--- src/rtl/xcvr_mode_pkg.sv ---
`timescale 1ns/1ps
package xcvr_mode_pkg;

    // Mode codes. Any other code recovers to pre-normal.
    typedef enum logic [2:0] {
        MODE_OFF   = 3'b000,
        MODE_PRE   = 3'b001,
        MODE_NORM  = 3'b011,
        MODE_QUIET = 3'b110,
        MODE_DORM  = 3'b100
    } mode_e;

    // Modes in which the regulator runs.
    function automatic logic mode_reg_on(input mode_e m);
        return (m == MODE_PRE) || (m == MODE_NORM) || (m == MODE_QUIET);
    endfunction

endpackage

--- src/rtl/xcvr_sync.sv ---
`timescale 1ns/1ps
// Two-flop synchroniser, one chain per bit, with a per-bit reset value.
module xcvr_sync #(
    parameter int unsigned   W       = 2,
    parameter logic [W-1:0]  RST_VAL = '0
) (
    input  logic         clk,
    input  logic         rst_n,
    input  logic [W-1:0] d,
    output logic [W-1:0] q
);
    for (genvar b = 0; b < W; b++) begin : g_bit
        typedef struct packed {
            logic s1;
            logic s2;
        } chain_t;

        chain_t c_d, c_q;

        always_comb begin
            c_d.s1 = d[b];
            c_d.s2 = c_q.s1;
        end

        always_ff @(posedge clk or negedge rst_n) begin
            if (!rst_n) begin
                c_q <= '{s1: RST_VAL[b], s2: RST_VAL[b]};
            end else begin
                c_q <= c_d;
            end
        end

        assign q[b] = c_q.s2;
    end
endmodule

--- src/rtl/xcvr_rst_hold.sv ---
`timescale 1ns/1ps
// Reset hold-off: counts ticks of a healthy, running regulator.
module xcvr_rst_hold #(
    parameter int unsigned HOLD_TICKS = 10000
) (
    input  logic clk,
    input  logic rst_n,
    input  logic tick,
    input  logic reg_on,
    input  logic vcc_uv,
    output logic hold_done
);
    localparam int unsigned CW = $clog2(HOLD_TICKS + 1);
    localparam logic [CW-1:0] CNT_END = CW'(HOLD_TICKS);

    typedef struct packed {
        logic [CW-1:0] cnt;
    } hold_t;

    hold_t h_d, h_q;

    always_comb begin
        h_d = h_q;
        if (!reg_on || vcc_uv) begin
            h_d.cnt = '0;
        end else if (tick && (h_q.cnt != CNT_END)) begin
            h_d.cnt = h_q.cnt + CW'(1);
        end
    end

    always_ff @(posedge clk or negedge rst_n) begin
        if (!rst_n) begin
            h_q <= '0;
        end else begin
            h_q <= h_d;
        end
    end

    assign hold_done = (h_q.cnt == CNT_END);
endmodule

--- src/rtl/xcvr_sel_window.sv ---
`timescale 1ns/1ps
// Mode-select window: after arming, the TXD level is taken on the
// SEL_TICKS-th tick unless the window is aborted first.
module xcvr_sel_window #(
    parameter int unsigned SEL_TICKS = 3
) (
    input  logic clk,
    input  logic rst_n,
    input  logic tick,
    input  logic arm,
    input  logic abort,
    input  logic txd_lvl,
    output logic pick,
    output logic pick_quiet
);
    localparam int unsigned CW = (SEL_TICKS < 2) ? 1 : $clog2(SEL_TICKS);
    localparam logic [CW-1:0] CNT_LAST = CW'(SEL_TICKS - 1);

    typedef struct packed {
        logic          active;
        logic [CW-1:0] cnt;
    } win_t;

    win_t w_d, w_q;

    always_comb begin
        pick       = w_q.active && !abort && tick && (w_q.cnt == CNT_LAST);
        pick_quiet = txd_lvl;

        w_d = w_q;
        if (abort) begin
            w_d.active = 1'b0;
            w_d.cnt    = '0;
        end else if (arm) begin
            w_d.active = 1'b1;
            w_d.cnt    = '0;
        end else if (pick) begin
            w_d.active = 1'b0;
            w_d.cnt    = '0;
        end else if (w_q.active && tick) begin
            w_d.cnt = w_q.cnt + CW'(1);
        end
    end

    always_ff @(posedge clk or negedge rst_n) begin
        if (!rst_n) begin
            w_q <= '0;
        end else begin
            w_q <= w_d;
        end
    end
endmodule

--- src/rtl/xcvr_mode_ctl.sv ---
`timescale 1ns/1ps
module xcvr_mode_ctl
    import xcvr_mode_pkg::*;
#(
    parameter int unsigned HOLD_TICKS = 10000,
    parameter int unsigned SEL_TICKS  = 3
) (
    input  logic       clk,
    input  logic       rst_n,
    input  logic       tick_us,
    input  logic       supply_ok,
    input  logic       vcc_uv,
    input  logic       bus_wake,
    input  logic       local_wake,
    input  logic       en_in,
    input  logic       txd_in,
    output logic [2:0] mode_o,
    output logic       reg_en,
    output logic       reg_tight,
    output logic       tx_en,
    output logic       term_en,
    output logic       rx_force_low,
    output logic       nres_n
);
    // Synchronised pins: bit 0 EN (resets low), bit 1 TXD (resets recessive high).
    localparam logic [1:0] PIN_RST = 2'b10;

    typedef struct packed {
        mode_e mode;
        logic  en_prev;
    } ctl_t;

    ctl_t       s_d, s_q;
    logic [1:0] pins_s;
    logic       en_s, txd_s;
    logic       hold_done;
    logic       reg_on_q;
    logic       arm, abort;
    logic       pick, pick_quiet;

    xcvr_sync #(.W(2), .RST_VAL(PIN_RST)) u_sync (
        .clk   (clk),
        .rst_n (rst_n),
        .d     ({txd_in, en_in}),
        .q     (pins_s)
    );

    assign en_s  = pins_s[0];
    assign txd_s = pins_s[1];

    assign reg_on_q = mode_reg_on(s_q.mode);

    xcvr_rst_hold #(.HOLD_TICKS(HOLD_TICKS)) u_hold (
        .clk       (clk),
        .rst_n     (rst_n),
        .tick      (tick_us),
        .reg_on    (reg_on_q),
        .vcc_uv    (vcc_uv),
        .hold_done (hold_done)
    );

    assign arm   = (s_q.mode == MODE_NORM) && s_q.en_prev && !en_s;
    assign abort = (s_q.mode != MODE_NORM) || en_s;

    xcvr_sel_window #(.SEL_TICKS(SEL_TICKS)) u_sel (
        .clk        (clk),
        .rst_n      (rst_n),
        .tick       (tick_us),
        .arm        (arm),
        .abort      (abort),
        .txd_lvl    (txd_s),
        .pick       (pick),
        .pick_quiet (pick_quiet)
    );

    always_comb begin
        s_d         = s_q;
        s_d.en_prev = en_s;
        unique case (s_q.mode)
            MODE_OFF: begin
                if (supply_ok) s_d.mode = MODE_PRE;
            end
            MODE_PRE: begin
                if (en_s && hold_done) s_d.mode = MODE_NORM;
            end
            MODE_NORM: begin
                if (vcc_uv) begin
                    s_d.mode = MODE_PRE;
                end else if (pick) begin
                    s_d.mode = pick_quiet ? MODE_QUIET : MODE_DORM;
                end
            end
            MODE_QUIET: begin
                if (vcc_uv || bus_wake) begin
                    s_d.mode = MODE_PRE;
                end else if (local_wake && en_s) begin
                    s_d.mode = MODE_NORM;
                end
            end
            MODE_DORM: begin
                if (bus_wake || (local_wake && en_s)) s_d.mode = MODE_PRE;
            end
            default: s_d.mode = MODE_PRE;
        endcase
        if (!supply_ok) s_d.mode = MODE_OFF;
    end

    always_ff @(posedge clk or negedge rst_n) begin
        if (!rst_n) begin
            s_q <= '{mode: MODE_OFF, en_prev: 1'b0};
        end else begin
            s_q <= s_d;
        end
    end

    assign mode_o       = s_q.mode;
    assign reg_en       = reg_on_q;
    assign reg_tight    = (s_q.mode == MODE_PRE) || (s_q.mode == MODE_NORM);
    assign tx_en        = (s_q.mode == MODE_NORM);
    assign term_en      = (s_q.mode == MODE_PRE) || (s_q.mode == MODE_NORM);
    assign rx_force_low = (s_q.mode == MODE_DORM);
    assign nres_n       = reg_on_q && hold_done;
endmodule

--- config.mk ---
export PLATFORM = sky130hd
export DESIGN_NAME = xcvr_mode_ctl
export DESIGN_NICKNAME = d
export VERILOG_FILES = /design/src/rtl/xcvr_mode_pkg.sv /design/src/rtl/xcvr_sync.sv /design/src/rtl/xcvr_rst_hold.sv /design/src/rtl/xcvr_sel_window.sv /design/src/rtl/xcvr_mode_ctl.sv
export SDC_FILE = /design/constraint.sdc
export NUM_CORES = 1
export LEC_CHECK = 0
export ABC_AREA = 1
export BUFFER_PORTS_ARGS = -buffer_cell sky130_fd_sc_hd__buf_2
export CAP_MARGIN = 20
export CORE_UTILIZATION = 57
export DETAILED_ROUTE_END_ITERATION = 6
export HOLD_SLACK_MARGIN = 0.12
export PLACE_DENSITY_LB_ADDON = 0.25
export SLEW_MARGIN = 20
export SYNTH_ARGS = -nofsm -noshare
export SYNTH_HDL_FRONTEND = slang
export SYNTH_SLANG_ARGS = --single-unit
--- constraint.sdc ---
create_clock -name clk -period 1.55 [get_ports clk]
set_input_delay 0.155 -clock clk [delete_from_list [all_inputs] [get_ports clk]]
set_output_delay 0.155 -clock clk [all_outputs]
set_load 0.01 [all_outputs]
==> results of run 1 <==
## registers in the layout (all words and copies together) (netlist names)
signal / flops
u_sel.w_q: 3
s_q: 1
u_hold.h_q: 14
u_sync.q: 2
u_sync.g_bit.c_d: 2
mode_o: 3
## through the flow
stage | total power, W | std cells | hold WS, ps | instance area [um2] | setup TNS (ps)
after floorplan | 0.00113 | 216 | -141 | 1520 | 0
after global placement | 0.00129 | 265 | 161 | 1670 | 0
after detailed placement | 0.00131 | 265 | 170 | 1670 | 0
after CTS | 0.00162 | 280 | 124 | 1830 | -46.2
after global routing | 0.00179 | 286 | 151 | 1980 | -1850
final | 0.00169 | 286 | 129 | 1980 | -420
## cells in the mapped netlist
| cell type | instances | area [um2] |
|---|---|---|
| a21o_1 | 2 | 15.0 |
| a21oi_1 | 3 | 15.0 |
| buf_2 | 5 | 25.0 |
| buf_4 | 5 | 37.5 |
| dfrtp_1 | 23 | 576 |
| dfstp_2 | 2 | 52.6 |
| ha_1 | 2 | 25.0 |
| inv_1 | 18 | 67.6 |
| inv_2 | 4 | 15.0 |
| nand2_1 | 62 | 233 |
| nand3_1 | 23 | 115 |
| nand3b_1 | 2 | 15.0 |
| nand4_1 | 9 | 56.3 |
| nor2_1 | 34 | 128 |
| nor2_2 | 3 | 18.8 |
| nor2_4 | 1 | 11.3 |
| nor3_1 | 4 | 20.0 |
| nor4_1 | 1 | 6.26 |
| o21ai_0 | 4 | 20.0 |
| o21ai_1 | 2 | 10.0 |
| o21ai_2 | 1 | 8.76 |
| xnor2_1 | 2 | 17.5 |
| xor2_1 | 4 | 35.0 |
## repair_timing
action / CTS / global route
setup endpoints to repair: 1 / 18
cloned: 0 / 1
endpoints found under the hold margin: 25 / 0
hold buffers: 3 / 0
gates resized for setup: 12 / 38
pin swaps: 6 / 17
buffers inserted: 8 / 5
## logic make-up after synthesis
| family | Yosys count | share of synthesized area (%) |
|---|---|---|
| AOI/OAI and AO/OA | 12 | 4.52 |
| xor gates and xnor gates | 6 | 3.45 |
| DFF | 25 | 41.2 |
| adders and majority gates | 2 | 1.64 |
| buffers and inverters | 32 | 9.53 |
| and+or+nand+nor | 139 | 39.6 |
## report_power, final
group / switching [W] / leakage (nW) / internal, W
sequential: 0.0000569 / 0.326 / 0.000700
clock: 0.000207 / 0.0177 / 0.0000965
combinational: 0.000379 / 0.625 / 0.000253
## worst max path at each step
stage                               from                        end  cells after the start
4_1_cts        u_hold.h_q[6]$_DFFE_PN0P_                     nres_n                      6
2_1_floorplan  u_hold.h_q[0]$_DFFE_PN0P_  u_hold.h_q[1]$_DFFE_PN0P_                      9
5_1_grt        u_hold.h_q[2]$_DFFE_PN0P_                     nres_n                      6
3_3_place_gp   u_hold.h_q[0]$_DFFE_PN0P_  u_hold.h_q[8]$_DFFE_PN0P_                      9
3_5_place_dp   u_hold.h_q[0]$_DFFE_PN0P_  u_hold.h_q[0]$_DFFE_PN0P_                      9
6_report       u_hold.h_q[0]$_DFFE_PN0P_                     nres_n                      7
## layout make-up
type                       count  area, um2
inverter                      22       85.1
multi-input combinational    159        873
clock buffer                   3       22.5
fill                         140        520
sequential                    25        633
clock inverter                 1       5.00
tap                           30       37.5
timing repair buffer          46        323
## worst max-delay path, stage by stage, from the launching register on
cell and delay, ps:
dfrtp_1 420, inv_2 90, ha_4 140, nand3_2 70, nor2_2 150, nand2_1 60
nor2_1 90, buf_2 140
## layer usage
layer	part of all wire, %	track usage [%]
met4	4.1	8.33
met5	0	0
met3	7.3	4.24
met1	41	37.7
met2	48	46.7
==> results.md, run 1 <==
* CP max FO at 3
* I/O pins at 18
* Synthesized Nets at 227
* R2R depth at 11
* Static Leak at 0.968 nW
* CTS root buf: clkbuf_4
* Rel. slew slack at 62.5%
* Core Footprint at 2500 um2
* Synth Area per Inst at 7.05 um2
* GRT Total Usage at 28.2%
* Die W at 53.7 um
* IO buf count at 17
* Detail Route Antenna Nets at 0
* RSZ-0062 raised after global routing: yes
* NumNets Final at 268
* Place WS at 38.8 ps
* Gpl congestion at 0.882
* Distinct cells, synth at 23
* Flop2flop setup slack at -80 ps
* Slew Limit Fails at 0
* Reg2reg start: u_hold.h_q[6]$_DFFE_PN0P_
* Sequential area share after synthesis at 41.2%
* Peak VDD IR at 0.936 mV
* F_max at 612 MHz
* H-tree Lvls at 1
* Worst Hold Class: in2reg
* Final Hold Fails at 0
* Avg WL per Cell at 15.2 um
* Vias at 1,640
* Worst-case clock skew at 15.0 ps
* Worst EP required at 1390 ps
* Largest net degree at the start of global routing at 26
* Die H at 53.7 um
* Max-Cap Viols at 0
* Slack of the critical path at -84.8 ps
* Antenna fix cells at 0
* Full die area at 2880 um2
* Final core utilization at 79.2%
* Commonest non-fill, non-tap cell in the layout: nand2_1
* Worst setup EP type: output port
* HPWL Detailed at 2540 um
* DR pass1 iterations at 5
* Grt total ovfl at 0
* Post-synthesis register bit count at 25
* Yosys Warn Count at 0
* Startpoint types: flop
* Hold Path Cell Cnt at 4
* CTS sink cnt at 25
* Syn-to-layout area delta at 30.0%
* Status: finished, violations left
* Vias in the first global route at 1,387
* Synth Instances at 216
* Tcrit/Tclk final at 105%
* Final setup fails at 14
* First-pass GRT wire length at 5950 um
* Pwr Density at 855 nW/um2
* Leading cell types in the layout, fill and taps excluded: nand2_1 (48), nor2_1 (27), buf_4 (21)
* Iteration-0 DRC Markers at 95
* Initial core utilization at 60.9%
* Crit path kind: reg2out
* Worst-margin pin slew at 562 ps
* Cell Rows at 18
* Arr. time, crit path at 1480 ps
* Post-Syn Area at 1520 um2
* CTS Buf Count at 3
* Worst flop-to-flop path endpoint: u_hold.h_q[13]$_DFFE_PN0P_
* Worst hold start: local_wake
* Initial antenna violation count at 0
* Via density at 5.73
* Final Critical Period at 1630 ps
* Worst Hold End: mode_o[2]$_DFFE_PN0P_
* Clk buf depth at 2
* Drt drc at 0
* Wirelength, routed at 4340 um
* Clk slew on worst S/H paths at 150 ps
* Violated checks: negative setup slack
* Worst skew pair latency at 320 ps
* Share of cells above drive strength 1 at 36.3%
* CTS tree: done
(Power assumes the default switching activity.)
==> run 2, diff against run 1 <==
--- a/config.mk
+++ b/config.mk
@@ -5,10 +5,11 @@
 export SDC_FILE = /design/constraint.sdc
 export NUM_CORES = 1
 export LEC_CHECK = 0
-export ABC_AREA = 1
+export ABC_AREA = 0
 export BUFFER_PORTS_ARGS = -buffer_cell sky130_fd_sc_hd__buf_2
 export CAP_MARGIN = 20
-export CORE_UTILIZATION = 57
+export CORE_ASPECT_RATIO = 0.9
+export CORE_UTILIZATION = 60
 export DETAILED_ROUTE_END_ITERATION = 6
 export HOLD_SLACK_MARGIN = 0.12
 export PLACE_DENSITY_LB_ADDON = 0.25
==> constraint.sdc (replaced) <==
create_clock -name clk -period 1.9 [get_ports clk]
set_input_delay 0.19 -clock clk [delete_from_list [all_inputs] [get_ports clk]]
set_output_delay 0.19 -clock clk [all_outputs]
set_load 0.01 [all_outputs]
==> run 2 against run 1 <==
  * Die area fell by 16%
  * Sequential power fell by 24%
  * The run now ends clean
  * Via count fell by 35%
  * Critical path depth fell by 3
==> results.md, run 2 <==
* Status: finished, final reports clean
* Worst-case clock skew at 9.01 ps
* Wirelength, routed at 2740 um
* Detail Route Antenna Nets at 0
* First-pass GRT wire length at 4340 um
* Antenna fix cells at 0
* CTS tree: done
* Pwr Density at 661 nW/um2
* Die H at 46.8 um
* Final Critical Period at 1890 ps
* Sequential area share after synthesis at 47.0%
* Yosys top cell by area: dfrtp_1
* Post-Synth XOR/XNOR Area at 6.56%
* Max reg flops at 14
* Commonest non-fill, non-tap cell in the layout: dfrtp_1
* Slowest stage delay, CP at 560 ps
* Iteration-0 DRC Markers at 21
* Initial antenna violation count at 0
* Gpl congestion at 0.843
* Sw Ratio at 29.4%
* Crit path kind: reg2out
* I/O pins at 18
* Post-synth EDFFs at 0
* Worst flop-to-flop path endpoint: u_hold.h_q[1]$_DFFE_PN0P_
* Grt total ovfl at 0
* Largest Register: u_hold.h_q
* Post-synthesis compound-gate area fraction at 10.8%
* Tcrit/Tclk final at 99.4%
* Worst hold start: supply_ok
* Placed Area at 1440 um2
* Post-Syn Area at 1340 um2
* NumNets Final at 164
* Final core utilization at 76.8%
* Reg2reg start: u_hold.h_q[0]$_DFFE_PN0P_
* Most numerous cell in the Yosys netlist: dfrtp_1
* Worst-margin pin slew at 541 ps
* Multiplexer share of the synthesized area at 2.25%
* Vias at 1,058
* H-tree Lvls at 1
* Cell Rows at 15
* Most frequent cells after synthesis: dfrtp_1 (23), nor2_1 (13), inv_1 (7), nand2_1 (7), xor2_1 (7)
* IO buf count at 17
* CTS root buf: clkbuf_4
* Full die area at 2420 um2
* Internal power at 0.000720 W
* Peak VDD IR at 0.654 mV
* Slack of the critical path at 11.0 ps
* Rel. slew slack at 64.0%
* R2R depth at 7
* Leading cell types in the layout, fill and taps excluded: dfrtp_1 (23), buf_2 (16), nor2_1 (13)
* Synth Area in Simple Gates at 26.7%
* Initial core utilization at 66.5%
* Max-Cap Viols at 0
* Drt drc at 0
* Clk buf depth at 2
* Hold Path Cell Cnt at 3
* Prevailing post-synth register cell: dfrtp_1
* Setup TNS at 0 ps
* Worst path cell trace: or4_4, nor4_4, and2_4, buf_6
* Yosys Warn Count at 0
* Share of cells above drive strength 1 at 27.6%
* Worst EP required at 1710 ps
* CP max FO at 2
* Final setup fails at 0
* Synth async-reset ratio at 100%
* Distinct cells, synth at 41
* HPWL Detailed at 1830 um
* Post-synthesis register bit count at 25
* Worst skew pair latency at 330 ps
* F_max at 529 MHz
* WHS at 174 ps
* Comb pwr share at 18.5%
* DR pass1 iterations at 7
* Largest family of logic cells by synthesized area: simple AND/OR/NAND/NOR gates
* Post-route cell area at 1540 um2
* Worst Hold Class: in2reg
* Largest cells by area after synthesis: dfrtp_1 (43%), xor2_1 (4.6%), dfstp_2 (3.9%)
* Worst setup EP type: output port
* Post-Synth Adder-Cell Area at 1.87%
* Static Leak at 0.706 nW
* RSZ-0062 raised after global routing: yes
* Synthesized Nets at 137
* Final Hold Fails at 0
* Clk slew on worst S/H paths at 130 ps
* Slew Limit Fails at 0
* Avg WL per Cell at 15.5 um
* Die W at 51.7 um
* Flop2flop setup slack at 110 ps
* Clock power share at 24.7%
* Startpoint types: flop
* Via density at 5.98
* Syn-to-layout area delta at 15.6%
* Synth Area per Inst at 10.6 um2
* Reg power frac at 56.8%
* Worst Hold End: mode_o[0]$_DFFE_PN0P_
* Place WS at 81.0 ps
* Vias in the first global route at 935
* Synth Instances at 126
* CTS sink cnt at 25
* Arr. time, crit path at 1700 ps
* CTS Buf Count at 3
* Largest net degree at the start of global routing at 26
* GRT Total Usage at 26.1%
* CP max-delay cell: or4_4
* Core Footprint at 2010 um2
* Post-synth top area share at 43.1%
* Psw at 0.000300 W
==> run 2: cell types whose count changed after synthesis, sizes merged, moves of 4 or more <==
cell    before  now
nand3       23    3
inv         22    7
buf         10    4
nand4        9    3
nor2        38   13
nand2b       0    4
nand2       62    7
==> run 2: metal layers <==
| layer | vias to the layer above | GRT usage (%) | routed length (um) |
|---|---|---|---|
| li1 | 500 | - | - |
| met1 | 526 | 35.1 | 1290 |
| met2 | 30 | 40.0 | 1290 |
| met3 | 2 | 7.77 | 141 |
| met4 | 0 | 11.4 | 15 |
| met5 | - | 0 | 0 |
==> run 2: power groups by stage <==
stage	clock [W]	combinational, W	sequential [W]
final	0.000252	0.000189	0.000579
after global routing	0.000283	0.000212	0.000583
after CTS	0.000263	0.000189	0.000578
after detailed placement	0	0.000180	0.000588
after global placement	0	0.000178	0.000586
after floorplan	0	0.000132	0.000582
==> run 2: logic make-up (layout without fill, tap and decap cells) <==
logic type | Yosys count | after routing
AO/OA/AOI/OAI | 19 | 19
XOR/XNOR | 10 | 10
multiplexers | 3 | 3
buffers and inverters | 13 | 39
AND/OR/NAND/NOR | 54 | 54
adder cells (fa/ha/maj) | 2 | 2
flip-flops | 25 | 25
==> run 2: final cells by class <==
| class | count | area (um2) |
|---|---|---|
| Multi-Input combinational cell | 88 | 644 |
| Sequential cell | 25 | 628 |
| Fill cell | 137 | 465 |
| Timing Repair Buffer | 28 | 181 |
| Tap cell | 25 | 31.3 |
| Inverter | 7 | 26.3 |
| Clock buffer | 3 | 22.5 |
| Clock inverter | 1 | 8.76 |
==> run 2: worst max-delay path by stage <==
stage	startpoint	to	slack, ps	depth (start not counted)
3_5_place_dp	u_hold.h_q[7]$_DFFE_PN0P_	nres_n	80	4
4_1_cts	u_hold.h_q[5]$_DFFE_PN0P_	nres_n	-80	4
5_1_grt	u_hold.h_q[5]$_DFFE_PN0P_	nres_n	-50	4
2_1_floorplan	u_hold.h_q[6]$_DFFE_PN0P_	mode_o[1]$_DFFE_PN0P_	170	4
3_3_place_gp	u_hold.h_q[7]$_DFFE_PN0P_	nres_n	120	4
6_report	u_hold.h_q[5]$_DFFE_PN0P_	nres_n	10	4
==> run 2: critical path, delay by kind of cell (launching register included) <==
family / cells / cell delay [ps]
buf+inv: 1 / 90
flops: 1 / 400
simple gates: 3 / 900
==> run 2: timing repair <==
action                                 CTS  global route
gates resized for setup                  2             1
setup buffers                            3             1
endpoints found under the hold margin   25             0
setup endpoints to repair                1             3
pin swaps                                2             2
hold buffers                             3             0
==> run 2: per-stage QoR <==
step / instances / total power [W]
2_1_floorplan: 126 / 0.000713
3_3_place_gp: 166 / 0.000764
3_5_place_dp: 166 / 0.000769
4_1_cts: 176 / 0.00103
5_1_grt: 177 / 0.00108
6_report: 177 / 0.00102
==> run 3, diff against run 2 <==
--- a/config.mk
+++ b/config.mk
@@ -9,7 +9,7 @@
 export BUFFER_PORTS_ARGS = -buffer_cell sky130_fd_sc_hd__buf_2
 export CAP_MARGIN = 20
 export CORE_ASPECT_RATIO = 0.9
-export CORE_UTILIZATION = 60
+export CORE_UTILIZATION = 40
 export DETAILED_ROUTE_END_ITERATION = 6
 export HOLD_SLACK_MARGIN = 0.12
 export PLACE_DENSITY_LB_ADDON = 0.25
==> run 3 against run 2 <==
  * Wire length is 3.6% lower
  * Hold slack better by 74 ps
  * Final cell count is 9.6% higher
  * Sequential power hardly changed
==> results.md, run 3 (synthesis results as in run 2) <==
* Via density at 5.30
* CTS Buf Count at 3
* Clk slew on worst S/H paths at 90 ps
* Finished Layout Cells at 194
* Post-route cell area at 1580 um2
* Iteration-0 DRC Markers at 92
* Buf/Inv on CP at 1
* Worst setup EP type: output port
* Worst EP required at 1710 ps
* WHS at 248 ps
* GRT Total Usage at 16.2%
* Clock power share at 29.7%
* Final setup fails at 0
* Initial antenna violation count at 0
* I/O pins at 18
* F_max at 542 MHz
* HPWL Detailed at 1880 um
* Final Hold Fails at 0
* Static Leak at 0.710 nW
* Commonest non-fill, non-tap cell in the layout: dfrtp_1
* Slack of the critical path at 55.3 ps
* NumNets Final at 164
* Crit path kind: reg2out
* DR pass1 iterations at 4
* Status: finished, final reports clean
* Die W at 62.9 um
* Reg power frac at 53.2%
* Worst-case clock skew at 4.81 ps
* Full die area at 3570 um2
* Drt drc at 0
* Startpoint types: flop
* Syn-to-layout area delta at 18.5%
* Flop2flop setup slack at 120 ps
* Tcrit/Tclk final at 97.1%
* IO buf count at 17
* Die H at 56.8 um
* RSZ-0062 raised after global routing: yes
* Vias in the first global route at 1,024
* Worst path cell trace: or4_4, nor4_4, and2_4, buf_6
* CTS tree: done
* Worst skew pair latency at 270 ps
* Share of cells above drive strength 1 at 27.6%
* Place WS at 77.3 ps
* Vias at 1,029
* Final core utilization at 50.8%
* Final Critical Period at 1840 ps
* Peak VDD IR at 0.370 mV
* Sw Ratio at 28.2%
* CP max FO at 2
* H-tree Lvls at 1
* Worst flop-to-flop path endpoint: u_hold.h_q[1]$_DFFE_PN0P_
* Clk buf depth at 2
* Rel. slew slack at 62.9%
* Reg2reg start: u_hold.h_q[5]$_DFFE_PN0P_
* Avg WL per Cell at 13.6 um
* Worst Setup EP: nres_n
* First-pass GRT wire length at 4530 um
* Slew Limit Fails at 0
* Internal power at 0.000782 W
* Psw at 0.000308 W
* Slowest stage delay, CP at 560 ps
* Post-Place Cells at 183
* CP max-delay cell: or4_4
* Grt total ovfl at 0
* Worst Hold Class: in2reg
* Largest Register: u_hold.h_q
* Placed Area at 1470 um2
* Antenna fix cells at 0
* Pwr Density at 689 nW/um2
* Initial core utilization at 42.9%
* Worst-margin pin slew at 557 ps
* R2R depth at 5
* Max reg flops at 14
* Core Footprint at 3110 um2
* Detail Route Antenna Nets at 0
* Leading cell types in the layout, fill and taps excluded: dfrtp_1 (23), buf_2 (16), nor2_1 (13)
* CTS sink cnt at 25
* Largest net degree at the start of global routing at 26
* Max-Cap Viols at 0
* Cell depth of the worst setup path at 4
* Arr. time, crit path at 1650 ps
* Cell Rows at 19
* CTS root buf: clkbuf_8
* CP top delay family: simple AND/OR/NAND/NOR gates
* Setup crit start: u_hold.h_q[5]$_DFFE_PN0P_
* Gpl congestion at 0.843
* Wirelength, routed at 2640 um
* Comb pwr share at 17.1%
==> run 3: cell types whose count changed in the layout (fill, tap and decap cells not counted) <==
| cell | change |
|---|---|
| clkinvlp_4 | +1 |
| o21ai_0 | +1 |
| clkbuf_8 | +3 |
| clkbuf_4 | -3 |
| inv_6 | -1 |
| o21ai_1 | -1 |
==> run 3: what timing repair did <==
item / CTS / global route
setup buffers: 3 / 1
endpoints found under the hold margin: 25 / 0
hold buffers: 3 / 0
pin swaps: 2 / 2
resized for setup: 2 / 0
setup endpoints to repair: 1 / 2
==> run 3: worst register-to-register path: cells and delay by family (launching register included) <==
family / cells / cell delay, ps
AND/OR/NAND/NOR: 2 / 620
flip-flops: 1 / 390
AO/OA/AOI/OAI: 1 / 270
multiplexers: 1 / 250
buffers and inverters: 1 / 160
==> run 3: power groups by stage <==
stage,registers (W),logic [W],clock network (W)
after floorplan,0.000582,0.000132,0
after global placement,0.000588,0.000179,0
after detailed placement,0.000590,0.000183,0
after CTS,0.000579,0.000189,0.000334
after global routing,0.000584,0.000208,0.000352
final,0.000579,0.000187,0.000323
==> run 3: cell type report <==
class	count	area [um2]
clock inverters	1	7.51
inverters	7	26.3
clock buffers	3	41.3
well taps	42	52.6
multi-input cells	88	644
flip-flops and latches	25	628
repair buffers	28	181
fillers	291	1530
==> run 3: per-stage QoR <==
step	setup TNS, ps	total power (W)
finish	0	0.00109
global route	-14.8	0.00114
CTS	-30.4	0.00110
detailed placement	0	0.000773
global placement	0	0.000767
floorplan	0	0.000713
==> run 3: per-layer routing <==
layer / part of all wire (%) / track usage [%]
met1: 50 / 22.6
met3: 3.3 / 2.44
met4: 0.61 / 4.98
met2: 46 / 25.8
met5: 0 / 0
==> run 3: worst min path at each step <==
stage / depth (start not counted) / end / from / slack, ps
final: 3 / mode_o[2]$_DFFE_PN0P_ / supply_ok / 250
after global routing: 3 / mode_o[2]$_DFFE_PN0P_ / supply_ok / 260
after CTS: 3 / mode_o[2]$_DFFE_PN0P_ / supply_ok / 240
after detailed placement: 1 / u_hold.h_q[3]$_DFFE_PN0P_ / rst_n / 220
after global placement: 1 / u_hold.h_q[8]$_DFFE_PN0P_ / rst_n / 210
after floorplan: 0 / mode_o[0]$_DFFE_PN0P_ / rst_n / -110
